## src/rtl/stimer_pkg.sv

```systemverilog
package stimer_pkg;
  localparam int unsigned OFF_STATUS   = 0;
  localparam int unsigned OFF_CNT_LO   = 1;
  localparam int unsigned OFF_CNT_HI   = 2;
  localparam int unsigned OFF_CMP_BASE = 4;
endpackage

```

## src/rtl/stimer_counter.sv

```systemverilog
module stimer_counter #(
  parameter int unsigned DATA_W = 32,
  localparam int unsigned CNT_W = 2 * DATA_W
) (
  input  logic              clk_i,
  input  logic              rst_ni,
  input  logic              tick_i,
  output logic [CNT_W-1:0]  cnt_o,
  output logic [DATA_W-1:0] nxt_lo_o
);
  logic [CNT_W-1:0] cnt_q, cnt_nxt;

  assign cnt_nxt  = cnt_q + CNT_W'(1);
  assign cnt_o    = cnt_q;
  assign nxt_lo_o = cnt_nxt[DATA_W-1:0];

  always_ff @(posedge clk_i or negedge rst_ni) begin
    if (!rst_ni)     cnt_q <= '0;
    else if (tick_i) cnt_q <= cnt_nxt;
  end
endmodule

```

## src/rtl/stimer_channel.sv

```systemverilog
module stimer_channel #(
  parameter int unsigned DATA_W = 32
) (
  input  logic              clk_i,
  input  logic              rst_ni,
  input  logic              tick_i,
  input  logic [DATA_W-1:0] nxt_lo_i,
  input  logic              cmp_we_i,
  input  logic [DATA_W-1:0] wdata_i,
  input  logic              clr_i,
  output logic [DATA_W-1:0] cmp_o,
  output logic              flag_o
);
  logic [DATA_W-1:0] cmp_q;
  logic              flag_q;
  logic              hit;

  // match only when the low word steps onto the compare value
  assign hit = tick_i && (nxt_lo_i == cmp_q);

  always_ff @(posedge clk_i or negedge rst_ni) begin
    if (!rst_ni) begin
      cmp_q  <= '0;
      flag_q <= 1'b0;
    end else begin
      if (cmp_we_i) cmp_q <= wdata_i;
      if (hit)         flag_q <= 1'b1;  // set beats clear
      else if (clr_i)  flag_q <= 1'b0;
    end
  end

  assign cmp_o  = cmp_q;
  assign flag_o = flag_q;
endmodule

```

## src/rtl/sys_tick_timer.sv

```systemverilog
module sys_tick_timer
  import stimer_pkg::*;
#(
  parameter int unsigned DATA_W = 32,
  parameter int unsigned N_CH   = 4,
  parameter int unsigned ADDR_W = 3
) (
  input  logic              clk_i,
  input  logic              rst_ni,
  input  logic              tick_i,
  input  logic              req_i,
  input  logic              we_i,
  input  logic [ADDR_W-1:0] addr_i,
  input  logic [DATA_W-1:0] wdata_i,
  output logic [DATA_W-1:0] rdata_o,
  output logic [N_CH-1:0]   irq_o
);
  localparam int unsigned CNT_W = 2 * DATA_W;

  logic [CNT_W-1:0]  cnt_w;
  logic [DATA_W-1:0] nxt_lo;
  logic [DATA_W-1:0] cmp_w [N_CH];
  logic [N_CH-1:0]   flag_w;
  logic [DATA_W-1:0] hi_snap_q, rdata_q, rd_nxt;
  logic              rd_en, wr_en, sel_status, sel_lo, sel_hi;

  assign rd_en      = req_i && !we_i;
  assign wr_en      = req_i && we_i;
  assign sel_status = (addr_i == ADDR_W'(OFF_STATUS));
  assign sel_lo     = (addr_i == ADDR_W'(OFF_CNT_LO));
  assign sel_hi     = (addr_i == ADDR_W'(OFF_CNT_HI));

  stimer_counter #(.DATA_W(DATA_W)) i_counter (
    .clk_i    (clk_i),
    .rst_ni   (rst_ni),
    .tick_i   (tick_i),
    .cnt_o    (cnt_w),
    .nxt_lo_o (nxt_lo)
  );

  for (genvar k = 0; k < N_CH; k++) begin : g_ch
    logic cmp_we, clr;
    assign cmp_we = wr_en && (addr_i == ADDR_W'(OFF_CMP_BASE + k));
    assign clr    = wr_en && sel_status && wdata_i[k];

    stimer_channel #(.DATA_W(DATA_W)) i_channel (
      .clk_i    (clk_i),
      .rst_ni   (rst_ni),
      .tick_i   (tick_i),
      .nxt_lo_i (nxt_lo),
      .cmp_we_i (cmp_we),
      .wdata_i  (wdata_i),
      .clr_i    (clr),
      .cmp_o    (cmp_w[k]),
      .flag_o   (flag_w[k])
    );
  end

  always_comb begin
    rd_nxt = '0;
    if (sel_status) rd_nxt = {{(DATA_W-N_CH){1'b0}}, flag_w};
    if (sel_lo)     rd_nxt = cnt_w[DATA_W-1:0];
    if (sel_hi)     rd_nxt = hi_snap_q;
    for (int k = 0; k < N_CH; k++) begin
      if (addr_i == ADDR_W'(OFF_CMP_BASE + k)) rd_nxt = cmp_w[k];
    end
  end

  always_ff @(posedge clk_i or negedge rst_ni) begin
    if (!rst_ni) begin
      rdata_q   <= '0;
      hi_snap_q <= '0;
    end else if (rd_en) begin
      rdata_q <= rd_nxt;
      if (sel_lo) hi_snap_q <= cnt_w[CNT_W-1:DATA_W];
    end
  end

  assign rdata_o = rdata_q;
  assign irq_o   = flag_w;
endmodule

```

## config.mk

```make
export PLATFORM = sky130hd
export DESIGN_NAME = sys_tick_timer
export DESIGN_NICKNAME = d
export VERILOG_FILES = /design/src/rtl/stimer_pkg.sv /design/src/rtl/stimer_counter.sv /design/src/rtl/stimer_channel.sv /design/src/rtl/sys_tick_timer.sv
export SDC_FILE = /design/constraint.sdc
export NUM_CORES = 1
export LEC_CHECK = 0
export BUFFER_PORTS_ARGS = -buffer_cell sky130_fd_sc_hd__clkbuf_2
export CORE_UTILIZATION = 55
export CTS_CLUSTER_DIAMETER = 50
export DETAILED_ROUTE_END_ITERATION = 6
export PLACE_DENSITY = 0.71
export REMOVE_ABC_BUFFERS = 1
export SLEW_MARGIN = 20
export SYNTH_ARGS = -nofsm -noshare
export SYNTH_HDL_FRONTEND = slang
export SYNTH_HIERARCHICAL = 1
export SYNTH_SLANG_ARGS = --single-unit
```

## constraint.sdc

```tcl
create_clock -name clk_i -period 6.45 [get_ports clk_i]
set_clock_uncertainty 0.1 [all_clocks]
set_input_delay 1.29 -clock clk_i [delete_from_list [all_inputs] [get_ports clk_i]]
set_output_delay 1.29 -clock clk_i [all_outputs]
set_load 0.1 [all_outputs]
```

# After elaboration in Yosys (flattened, before gate mapping)
# Cells that the tools add are included.
# word_totals
reg_bits	260
input_bits	40
out_inout_bits	36
wordCells	59
# op_classes
addsub	1
eq_ne	10
mux	15
reduce_logical	22
# op_table
cell	count
two-way mux 32 bit	6
== test 32 bit	4
adder 64 x 1 -> 64 bit, second input constant	1
logical AND 1 bit	15
== test 3 bit, second input constant	4
two-way mux 1 bit	8
nonzero test 2 bit	4
two-way mux 4 bit	1
== test 3 x 1 -> 1 bit, second input constant	1
== test 3 x 2 -> 1 bit, second input constant	1
zero test 3 bit	1
AND reduction 2 bit	1
zero test 1 bit	1

# Logic depth before layout (Yosys ltp)
# Gate-level depths: netlist (run 1).
# depth
ltp_word	8
ltp_mapped	12
depth_no_buf	10

# Cells and area by module
# Netlist (run 1), hierarchy kept.
# modules_own_cells
module	instances	cells_each	area_each_um2	seq_area_each_um2
stimer_channel	4	114	1564.0	825.8
sys_tick_timer	1	404	4052.6	1601.5
stimer_counter	1	404	3865.0	1601.5

# Least setup slack after synthesis (run 1)
# No wires, ideal clock.
# synth_path
kind	input to register
from	in addr_i[1]
to	reg g_ch[2].i_channel.cmp_q[0]
setup_ns	0.125
arrival_ns	2.769
required_time_ns	6.225
path_slack_ns	3.457
stages	7
n_path_buf	5
path_cell_list	buf_6 buf_2 buf_1 nor3b_1 clkbuf_1 buf_2 mux2_2
# synth_between
elab_chain_cells	2
# synth_rtl
element	line	source
start: declaration	sys_tick_timer.sv:13	input logic [ADDR_W-1:0] addr_i,
== test 3 bit	sys_tick_timer.sv:43	assign cmp_we = wr_en && (addr_i == ADDR_W'(OFF_CMP_BASE + k));
logical AND 1 bit	sys_tick_timer.sv:43	
via g_ch[2].cmp_we	sys_tick_timer.sv:42	logic cmp_we, clr;
end signal: assignment	stimer_channel.sv:26	if (cmp_we_i) cmp_q <= wdata_i;
end: declaration	stimer_channel.sv:14	logic [DATA_W-1:0] cmp_q;
# The timed path passes the listed nets, and every way through them passes these cells.
# A chain may end at the register's enable or synchronous reset.

# Worst setup path in the final report (run 1)
# layout_path
from	reg i_counter.cnt_q[0], in the netlist i_counter/cnt_o[0]
to	reg g_ch[3].i_channel.flag_q
# layout_between
elab_chain_cells	4
word_cells_on_any_way	5
cone_classes	add/sub (1); eq/ne (1); mux (1); reduce/logical (2)
# layout_rtl
element	line	source
start: declaration	stimer_counter.sv:11	logic [CNT_W-1:0] cnt_q, cnt_nxt;
start signal: assignment	stimer_counter.sv:19	else if (tick_i) cnt_q <= cnt_nxt;
adder 64 x 1 -> 64 bit *	stimer_counter.sv:13	assign cnt_nxt = cnt_q + CNT_W'(1);
via nxt_lo[28]	sys_tick_timer.sv:21	logic [DATA_W-1:0] nxt_lo;
== test 32 bit *	stimer_channel.sv:19	assign hit = tick_i && (nxt_lo_i == cmp_q);
logical AND 1 bit *	stimer_channel.sv:19	
two-way mux 1 bit or nonzero test 2 bit (tied branches)	n/a	
end signal: assignment	stimer_channel.sv:24	flag_q <= 1'b0;
end signal: assignment	stimer_channel.sv:27	if (hit) flag_q <= 1'b1;
end signal: assignment	stimer_channel.sv:28	else if (clr_i) flag_q <= 1'b0;
end: declaration	stimer_channel.sv:15	logic flag_q;
# The timed path passes the listed nets; every way through them passes the cells marked *.

==> results.md, run 1 <==
- The final-report hold violation count came to 0.
- The number of optimization iterations in the first detailed-route pass is 5.
- The detail-routed net length per standard cell is 23.7 microns.
- Of the total synthesized cell area, the portion taken by AND, OR, NAND and NOR gates is 0.123.
- The clock tree from TritonCTS is built.
- The worst hold path belongs to the class reg -> reg.
- The main combinational cell family by area after synthesis is XOR/XNOR gates.
- In this run the mean area of a mapped cell was ~11 sq um.
- The number of synthesized register bits is 260.
- The transition at the pin with the smallest max-transition slack is between 900 and 1000 ps.
- The via count of the first global-routing pass is around 10k.
- The worst-case vdd ir drop is 0.227 mV.
- The total routing resource utilization after global routing is 0.296.
- Based on the critical path, the design can be clocked at up to roughly 260 MHz.
- The library cell with the highest instance count after synthesis is dfrtp_1.
- The share of post-route cells with drive strength above 1 is 0.238.
- From synthesis to final layout, the design area changed by 9.13%.
- The headroom to the max-slew limit is 0.369.
- The cts-stage hold buffer count is 0.
- The gate count of the mapped netlist is roughly 1.3k.
- The top fanout value on the critical path is 11.
- The floorplan step set the die height to about 160 microns.
- The clock drives 260 sinks.
- The instance area after placement is 0.0144 sq mm.
- The number of gates resized after cts is 0.
- The standby leakage power is a little under 7 nW.
- The standard cell core area is 0.0253 sq mm.
- No sink is reached through more buffers than the 3 on the longest clock path.
- The critical path required time is just under 7000 ps.
- The utilization of the core after routing is 0.612.
- The floorplan has 58 rows.
- The main flop type after synthesis is dfrtp_1.
- The number of placed cells counting well taps is 1572.
- Across all layers, the routed design uses 10.2k vias.
- For this run the aggregate overflow at the end of global routing stands at 0.
- Using the TritonRoute via totals, the vias-per-cell ratio works out to between 6 and 7.
- The maximum number of pins on one net before global-route repair is about 140.
- The sequential share of the synthesized area is 0.459.
- Of all cell types, the one taking the most synthesized area is dfrtp_1.
- The number of flops mapped to enable cells by yosys is 0.
- In the post-synthesis netlist, the biggest area contributors are dfrtp_1 46%, mux2_2 9.9%, xor2_1 9.5%.
- Of the total synthesized cell area, the portion taken by XOR and XNOR cells is 0.137.
- CTS built an H-tree with a depth of 1.
- The buffer count from post-CTS setup fixing is 0.
- At the later pin of the worst-skew pair, clock insertion delay measures roughly 560 ps.
- The count of nets left with antenna violations once routing finished came out at 0.
- The post-synthesis compound-gate area fraction is 0.0971.
- The count of buffers inserted at the top-level ports is 75.
- The arithmetic-cell share of the synthesized area counting full adders, half adders and majority gates is 0.000883.
- The final standard cell area without fillers is around 0.015 sq mm.
- The commonest cells after synthesis are 260 x dfrtp_1, 153 x xor2_1, 125 x mux2_2.
- Detailed placement ended at an HPWL of 26200 microns.
- During synthesis, Yosys emitted a total of 6 warnings.
- Setup repair after global routing left no endpoint under its margin.
- The launching element type of the critical path is a register.
- The kind of end point of the critical path is a register.
- The iteration-0 DRC count of the detailed router is roughly 980.
- The final max-slew violation count is 0.
- The data arrival time of the critical path is roughly 4300 ps.
- The initial cell density of the core is 0.561.
- The number of antenna violations at the first check in global routing came to 0.
- The register clock-pin slew on the reported worst setup and hold paths is approximately 60 ps.
- The power density relative to cell area is ~330 mW/mm^2.
- The run finished with clean final reports.
- Counting distinct cell types in the post-synthesis netlist gives 56.
- In the finished design, the share of the clock period the worst path needs comes to 0.605.
- The floorplan die area is between 0.02 and 0.03 sq mm.
- The cell area after synthesis is about 0.014 sq mm.
- The number of nets in the layout is approximately 1.3k.
- The root buffer cell chosen for the clock tree is clkbuf_16.
- The final antenna diode count is 0.
- The total of max-cap violations is 0.
- For this run, design rule violations remaining after detail routing come to 0.
- The critical path in this run is classified as reg -> reg.
- For this run, the number of standard cells in the final layout without fillers is 1625.
- Summing internal, switching and leakage power gives around 5.1 mW.
- Buffers inserted during clock tree synthesis total 30.
- The first global-routing pass estimated around 60000 microns of wire.
- The share of cell area taken by muxes after synthesis is 0.131.
- Summed over all failing endpoints, the final setup total negative slack is 0 ps.
- The fraction of synthesis flops using an asynchronous set or reset pin is 1.00.
- Summed over all layers, the routed wires come to ~38000 microns.
- The number of top-level pins is 76.
- The share of synthesized area in the top cell type comes to 0.459.
- The routed design could run at a clock period as short as about 3900 ps.
- In this run the horizontal extent of the chip is roughly 160 microns.
- Setup violations remaining at the end of the flow were counted as 0.
- Routability-driven placement finished with a final weighted congestion of between 0.9 and 1.
area by class of cell:
class                           count  area [sq um]
Clock buffer                       43           881
Clock inverter                      9           123
Fill cell                        2072          9790
Inverter                            7          26.3
Multi-Input combinational cell    886          6970
Sequential cell                   260          6510
Tap cell                          330           413
Timing Repair Buffer               90           551
logic make-up after synthesis:
family | Yosys count
xor+xnor | 221
flops | 260
simple gates | 303
compound gates | 196
buf+inv | 118
fa+ha+maj | 1
mux | 165
where the power goes:
| part | switching [mW] | leakage, nW | total (mW) | internal (mW) |
|---|---|---|---|---|
| Clock | 0.674 | 0.494 | 1.73 | 1.06 |
| Sequential | 0.281 | 3.30 | 2.16 | 1.88 |
| Combinational | 0.725 | 3.05 | 1.16 | 0.438 |
| Total | 1.68 | 6.84 | 5.05 | 3.37 |
metal layers:
layer	global-route usage	vias up	part of all wire
met4	0.0990	0	0.034
met3	0.0522	90	0.073
met1	0.421	5139	0.44
li1	-	4533	-
met5	0	-	0
met2	0.457	411	0.45
per-stage QoR:
step	setup WS, ps	hold slack, ps
6_report	2550	373
3_5_place_dp	2520	376
2_1_floorplan	1740	335
5_1_grt	2160	397
3_3_place_gp	2380	369
4_1_cts	2640	384
critical path, stage by stage, from the launching register on:
cell     delay (ps)
dfrtp_1         470
ha_1            270
and4_1          300
nand4_1         230
nor2_1          760
nand2_1         220
xnor2_1         500
xor2_1          120
nor3_1          340
nand3_1         240
o31ai_1         250
sequential cells by signal (all words and copies together), names as in the netlist:
register	flops
g_ch.i_channel/cmp_o	128
rdata_o	32
i_counter/cnt_o	64
g_ch.i_channel/flag_o	4
hi_snap_q	32
layout by cell type (no fill, tap or decap), types with 7 or more instances in the layout:
| cell | Yosys | final |
|---|---|---|
| dfrtp_1 | 260 | 260 |
| mux2_2 | 125 | 125 |
| clkbuf_2 | 2 | 74 |
| xor2_1 | 153 | 153 |
| o22ai_1 | 8 | 8 |
| nand2b_1 | 9 | 9 |
| o21a_1 | 28 | 28 |
| xnor2_1 | 68 | 68 |
| inv_1 | 7 | 7 |
| a31oi_1 | 56 | 56 |
| and4_1 | 8 | 8 |
| nand2_1 | 51 | 51 |
| o21ai_1 | 8 | 8 |
| nor3_1 | 16 | 15 |
| nand4_1 | 35 | 35 |
| and2_1 | 8 | 8 |
| nand3_1 | 43 | 43 |
| clkbuf_16 | 0 | 31 |
| or2_0 | 28 | 28 |
| o22ai_2 | 20 | 20 |
| mux2_1 | 40 | 40 |
| a22oi_1 | 28 | 28 |
| buf_4 | 38 | 12 |
| a21oi_1 | 36 | 36 |
| nor4_1 | 39 | 39 |
| and3_1 | 7 | 7 |
| nor2_1 | 27 | 25 |
path summary, 6_finish.rpt:
kind / slack (ps) / to / cells past startpoint / start
setup / recovery: 2550 / g_ch[3].i_channel/flag_o$_DFFE_PN0P_ / 10 / i_counter/cnt_o[0]$_DFFE_PN0P_
hold / removal: 370 / i_counter/cnt_o[63]$_DFFE_PN0P_ / 1 / i_counter/cnt_o[63]$_DFFE_PN0P_
setup reg to reg: 2550 / g_ch[3].i_channel/flag_o$_DFFE_PN0P_ / 10 / i_counter/cnt_o[0]$_DFFE_PN0P_
hold reg to reg: 370 / i_counter/cnt_o[63]$_DFFE_PN0P_ / 1 / i_counter/cnt_o[63]$_DFFE_PN0P_
max in group asynchronous: 4260 / i_counter/cnt_o[8]$_DFFE_PN0P_ / 2 / rst_ni
min in group asynchronous: 690 / g_ch[2].i_channel/cmp_o[4]$_DFFE_PN0P_ / 1 / rst_ni
Power figures use the tool's default switching activity.
==> run 2: changes to the inputs <==
--- a/config.mk
+++ b/config.mk
@@ -5,6 +5,7 @@
 export SDC_FILE = /design/constraint.sdc
 export NUM_CORES = 1
 export LEC_CHECK = 0
+export ABC_AREA = 1
 export BUFFER_PORTS_ARGS = -buffer_cell sky130_fd_sc_hd__clkbuf_2
 export CORE_UTILIZATION = 55
 export CTS_CLUSTER_DIAMETER = 50
==> constraint.sdc (replaced) <==
create_clock -name clk_i -period 3.6 [get_ports clk_i]
set_clock_uncertainty 0.1 [all_clocks]
set_input_delay 0.72 -clock clk_i [delete_from_list [all_inputs] [get_ports clk_i]]
set_output_delay 0.72 -clock clk_i [all_outputs]
set_load 0.1 [all_outputs]
==> results.md, run 2 <==
- The flow ran to the end, and the final reports show no timing, DRC or antenna violations.
- The number of flops mapped to enable cells by yosys came to 0 (unchanged).
- The detail-routed net length per standard cell is 18.3 microns (-23%).
- The share of post-route cells with drive strength above 1 is 0.141 (-0.0973).
- Compared with the post-synthesis result, the final layout area differs by 11.3%.
- The worst-case vdd ir drop came to 0.401 mV (+77%).
- The gate count of the mapped netlist is 2150 (+70%).
- The buffer count from post-CTS setup fixing is 0 (unchanged).
- The sequential share of the synthesized area was 0.415 (-0.0443).
- The Yosys warning count is 6 (unchanged).
- The number of antenna violations at the first check in global routing is 1 (+1).
- The area share of the largest cell type after synthesis came to 0.415 (-0.0443).
- The final antenna diode count was 0 (unchanged).
- The maximum root-to-sink buffer count is 3 (unchanged).
- The power share of the combinational group is 0.258 (+0.028).
- The cell area after synthesis was 0.0157 sq mm (+11%).
- The final routed DRC violation total came to 0 (unchanged).
- The power density relative to cell area came to 574 mW/mm^2 (+76%).
- The start of the worst register-to-register path is i_counter/cnt_o[0]$_DFFE_PN0P_.
- STA classifies the critical path startpoint as a register.
- The path class of the tightest hold or removal check is in -> async.
- The post-route fraction of the period consumed by the critical path was 0.810 (+0.205).
- The capturing point of the worst reg2reg path is g_ch[1].i_channel/flag_o$_DFFE_PN0P_.
- Leaving out fill and tap cells, the most frequent cell in the layout is nand2_1.
- The signal on the critical path passes through ha_1 > nand3_2 > inv_2 > nand3_1 > nor2_1 > nand2_1 > and2_1 > inv_1 > nand2_1 > nand2_1 > nand2_2 > nor2_1 > nand2_1 > nor2_2 > nand3_1 > nand2_1.
- The number of library cell types mapped by synthesis is 36 (-36%).
- The switching component of the power came to 3.68 mW (+120%).
- The number of flip-flops under the largest register name came to 128 (unchanged).
- The library cell with the highest instance count after synthesis is nand2_1.
- The standard cell core area is 0.0279 sq mm (+11%).
- The top fanout value on the critical path was 8 (-3).
- The number of gates resized after cts is 0 (unchanged).
- The maximum number of pins on one net before global-route repair was 100 (-30%).
- The count of buffering cells on the critical path with inverters included is 2 (+2).
- The largest area contributor in the synthesized netlist is dfrtp_1.
- The number of optimization iterations in the first detailed-route pass is 6 (+1).
- The number of top-level pins is 76 (unchanged).
- The count of standard-cell rows is 61 (+5.2%).
- The clock latency on the worst-skew pair is 530 ps (-30 ps).
- The fraction of synthesis flops using an asynchronous set or reset pin is 1.00 (unchanged).
- The post-layout minimum cycle time was 2920 ps (-987 ps).
- The number of synthesized register bits came to 260 (unchanged).
- The register-to-register setup slack came to 680 ps (-1860 ps).
- The sequential power share came to 0.386 (-0.041).
- The register clock-pin slew on the reported worst setup and hold paths is 60 ps (about the same).
- After synthesis, the most frequently instantiated cells are 741 x nand2_1, 268 x inv_1, 260 x dfrtp_1.
- The horizontal die dimension is 171 microns (+5.1%).
- The total of max-cap violations is 0 (unchanged).
- The cts-stage hold buffer count is 0 (unchanged).
- The number of H-tree branching levels is 2 (+1).
- The switching share of total power is 0.367 (+0.0345).
- The die extent in y was 171 microns (+5.1%).
- The aggregate routed wire length is 47600 microns (+24%).
- The cell count of the worst reg-to-reg path is 16 (+6).
- The total power after layout is 10.0 mW (+98%).
- The routed via count was 14.1k (+39%).
- The global-route wire length before repair is 74400 microns (+24%).
- The total routing resource utilization after global routing was 0.337 (+0.0409).
- The longest individual stage delay on the worst path came to 470 ps (-290 ps).
- In the layout the commonest cells are 741 x nand2_1, 268 x inv_1, 260 x dfrtp_1.
- The sum of overflow across all layers after global routing is 0 (unchanged).
- The power share of the clock group came to 0.356 (+0.014).
- The standby leakage power is 8.88 nW (+30%).
- The via count of the first global-routing pass is 13.3k (+30%).
- The cell at the slowest stage of the critical path is dfrtp_1.
- The headroom to the max-slew limit is 0.408 (+0.0390).
- The sum of negative setup slack came to 0 ps (unchanged).
- The weighted congestion at the end of routability-driven global placement is 0.959 (+2.8%).
- The iteration-0 DRC count of the detailed router is 1372 (+39%).
- The setup-violating endpoint count in the final report is 0 (unchanged).
- The data arrival time of the critical path is 3270 ps (-1000 ps).
- The transition at the pin with the smallest max-transition slack is 885 ps (-58.2 ps).
- The count of buffers inserted at the top-level ports is 75 (unchanged).
- The average size of a mapped cell was 7.30 sq um (-35%).
- The final-report hold violation count is 0 (unchanged).
- The initial cell density of the core is 0.562 (about the same).
- The kind of cell with the highest combined delay along the critical path is simple AND/OR/NAND/NOR gates.
- The number of nets in the layout is 2233 (+70%).
- The clock sink count was 260 (unchanged).
- The library cell used as clock root buffer is clkbuf_16.
- The post-detailed-route count of antenna-violating nets is 0 (unchanged).
- The internal power summed over all cells came to 6.34 mW (+88%).
- The ratio of routed vias to standard cells was 5.42 (-13%).
- The kind of end point of the critical path is a register.
- By instance count, the cell type seen most on the critical path is nand2_1.
- The critical path required time is 3950 ps (-2870 ps).
- The number of fillers in the final layout came to 2569 (+24%).
- The floorplan die area is 0.0292 sq mm (+11%).
- The clock tree from TritonCTS is built.
- Setup repair after global routing left no endpoint under its margin.
- The CTS buffer count is 37 (+23%).
- After synthesis, the cell types taking the most area are dfrtp_1 41%, nand2_1 18%, inv_1 6.4%.
- The class of the most critical setup path is reg -> reg.
- The final max-slew violation count was 0 (unchanged).
- The maximum clock rate is 343 MHz (+34%).
- The post-DP HPWL is 34400 microns (+31%).
- The main flop type after synthesis is dfrtp_1.
==> run 2: cell count changes in the layout (fill, tap and decap cells not counted), sizes merged, moves of 33 or more <==
cell   before  now
nand2      52  757
or2        33    0
o21ai      12  137
xor2      153   49
nor4       41    4
nand3      44   90
inv         7  302
xnor2      68   24
mux2      165   76
a31oi      56    0
nor2       29  238
==> run 2: cell type report <==
cell class	instances	area, sq um	area share
inverters	296	1110	0.0636
flip-flops and latches	260	6510	0.373
clock buffers	50	1090	0.0623
clock inverters	17	125	0.00717
repair buffers	97	626	0.0358
multi-input cells	1500	7530	0.431
well taps	378	473	0.0271
==> run 2: worst max path at each step <==
stage	startpoint	end	slack [ps]	cells after the start
CTS	i_counter/cnt_o[0]$_DFFE_PN0P_	g_ch[1].i_channel/flag_o$_DFFE_PN0P_	740	16
floorplan	addr_i[0]	g_ch[3].i_channel/cmp_o[0]$_DFFE_PN0P_	-2200	3
global route	i_counter/cnt_o[0]$_DFFE_PN0P_	g_ch[1].i_channel/flag_o$_DFFE_PN0P_	460	16
finish	i_counter/cnt_o[0]$_DFFE_PN0P_	g_ch[1].i_channel/flag_o$_DFFE_PN0P_	680	16
detailed placement	i_counter/cnt_o[0]$_DFFE_PN0P_	g_ch[2].i_channel/flag_o$_DFFE_PN0P_	760	16
global placement	i_counter/cnt_o[0]$_DFFE_PN0P_	g_ch[3].i_channel/flag_o$_DFFE_PN0P_	760	16
==> run 2: cell families after synthesis <==
group | share of synthesized area
AO/OA/AOI/OAI | 0.0695
XOR/XNOR | 0.0408
adder cells (fa/ha/maj) | 0.000797
buffers and inverters | 0.108
flip-flops | 0.415
multiplexers | 0.0641
AND/OR/NAND/NOR | 0.302
==> run 2: worst reg2reg max path, cell delays in order (launching register included) <==
cell	delay, ps
dfrtp_1	470
ha_1	250
nand3_2	120
inv_2	100
nand3_1	180
nor2_1	470
nand2_1	130
and2_1	250
inv_1	80
nand2_1	50
nand2_1	60
nand2_2	70
nor2_1	100
nand2_1	70
nor2_2	160
nand3_1	120
nand2_1	70
==> run 2: layer usage <==
layer  wire, microns  part of all wire  up-vias  global-route usage
met5               0                 0        -                   0
met4            1670             0.035        0               0.126
met3            4570             0.096      101              0.0789
met2           19800              0.42      584               0.484
met1           21500              0.45     6712               0.490
li1                -                 -     6697                   -
==> run 2: stage by stage <==
stage          worst slack (ps)  hold slack [ps]  std cells  utilization  instance area [sq um]
2_1_floorplan             -2200              324       2056            -                  15100
3_3_place_gp                758              361       2531        0.582                  16200
3_5_place_dp                756              365       2531        0.582                  16200
4_1_cts                     736              212       2598        0.625                  17500
5_1_grt                     460              245       2598        0.625                  17500
6_report                    683              170       2598        0.625                  17500
==> run 2: power groups by stage <==
stage / registers [mW] / logic (mW) / clock network [mW]
global placement: 3.88 / 2.50 / 0
detailed placement: 3.90 / 2.54 / 0
global route: 3.93 / 2.85 / 3.74
floorplan: 4.17 / 1.47 / 0
CTS: 3.85 / 2.55 / 3.61
finish: 3.86 / 2.59 / 3.57
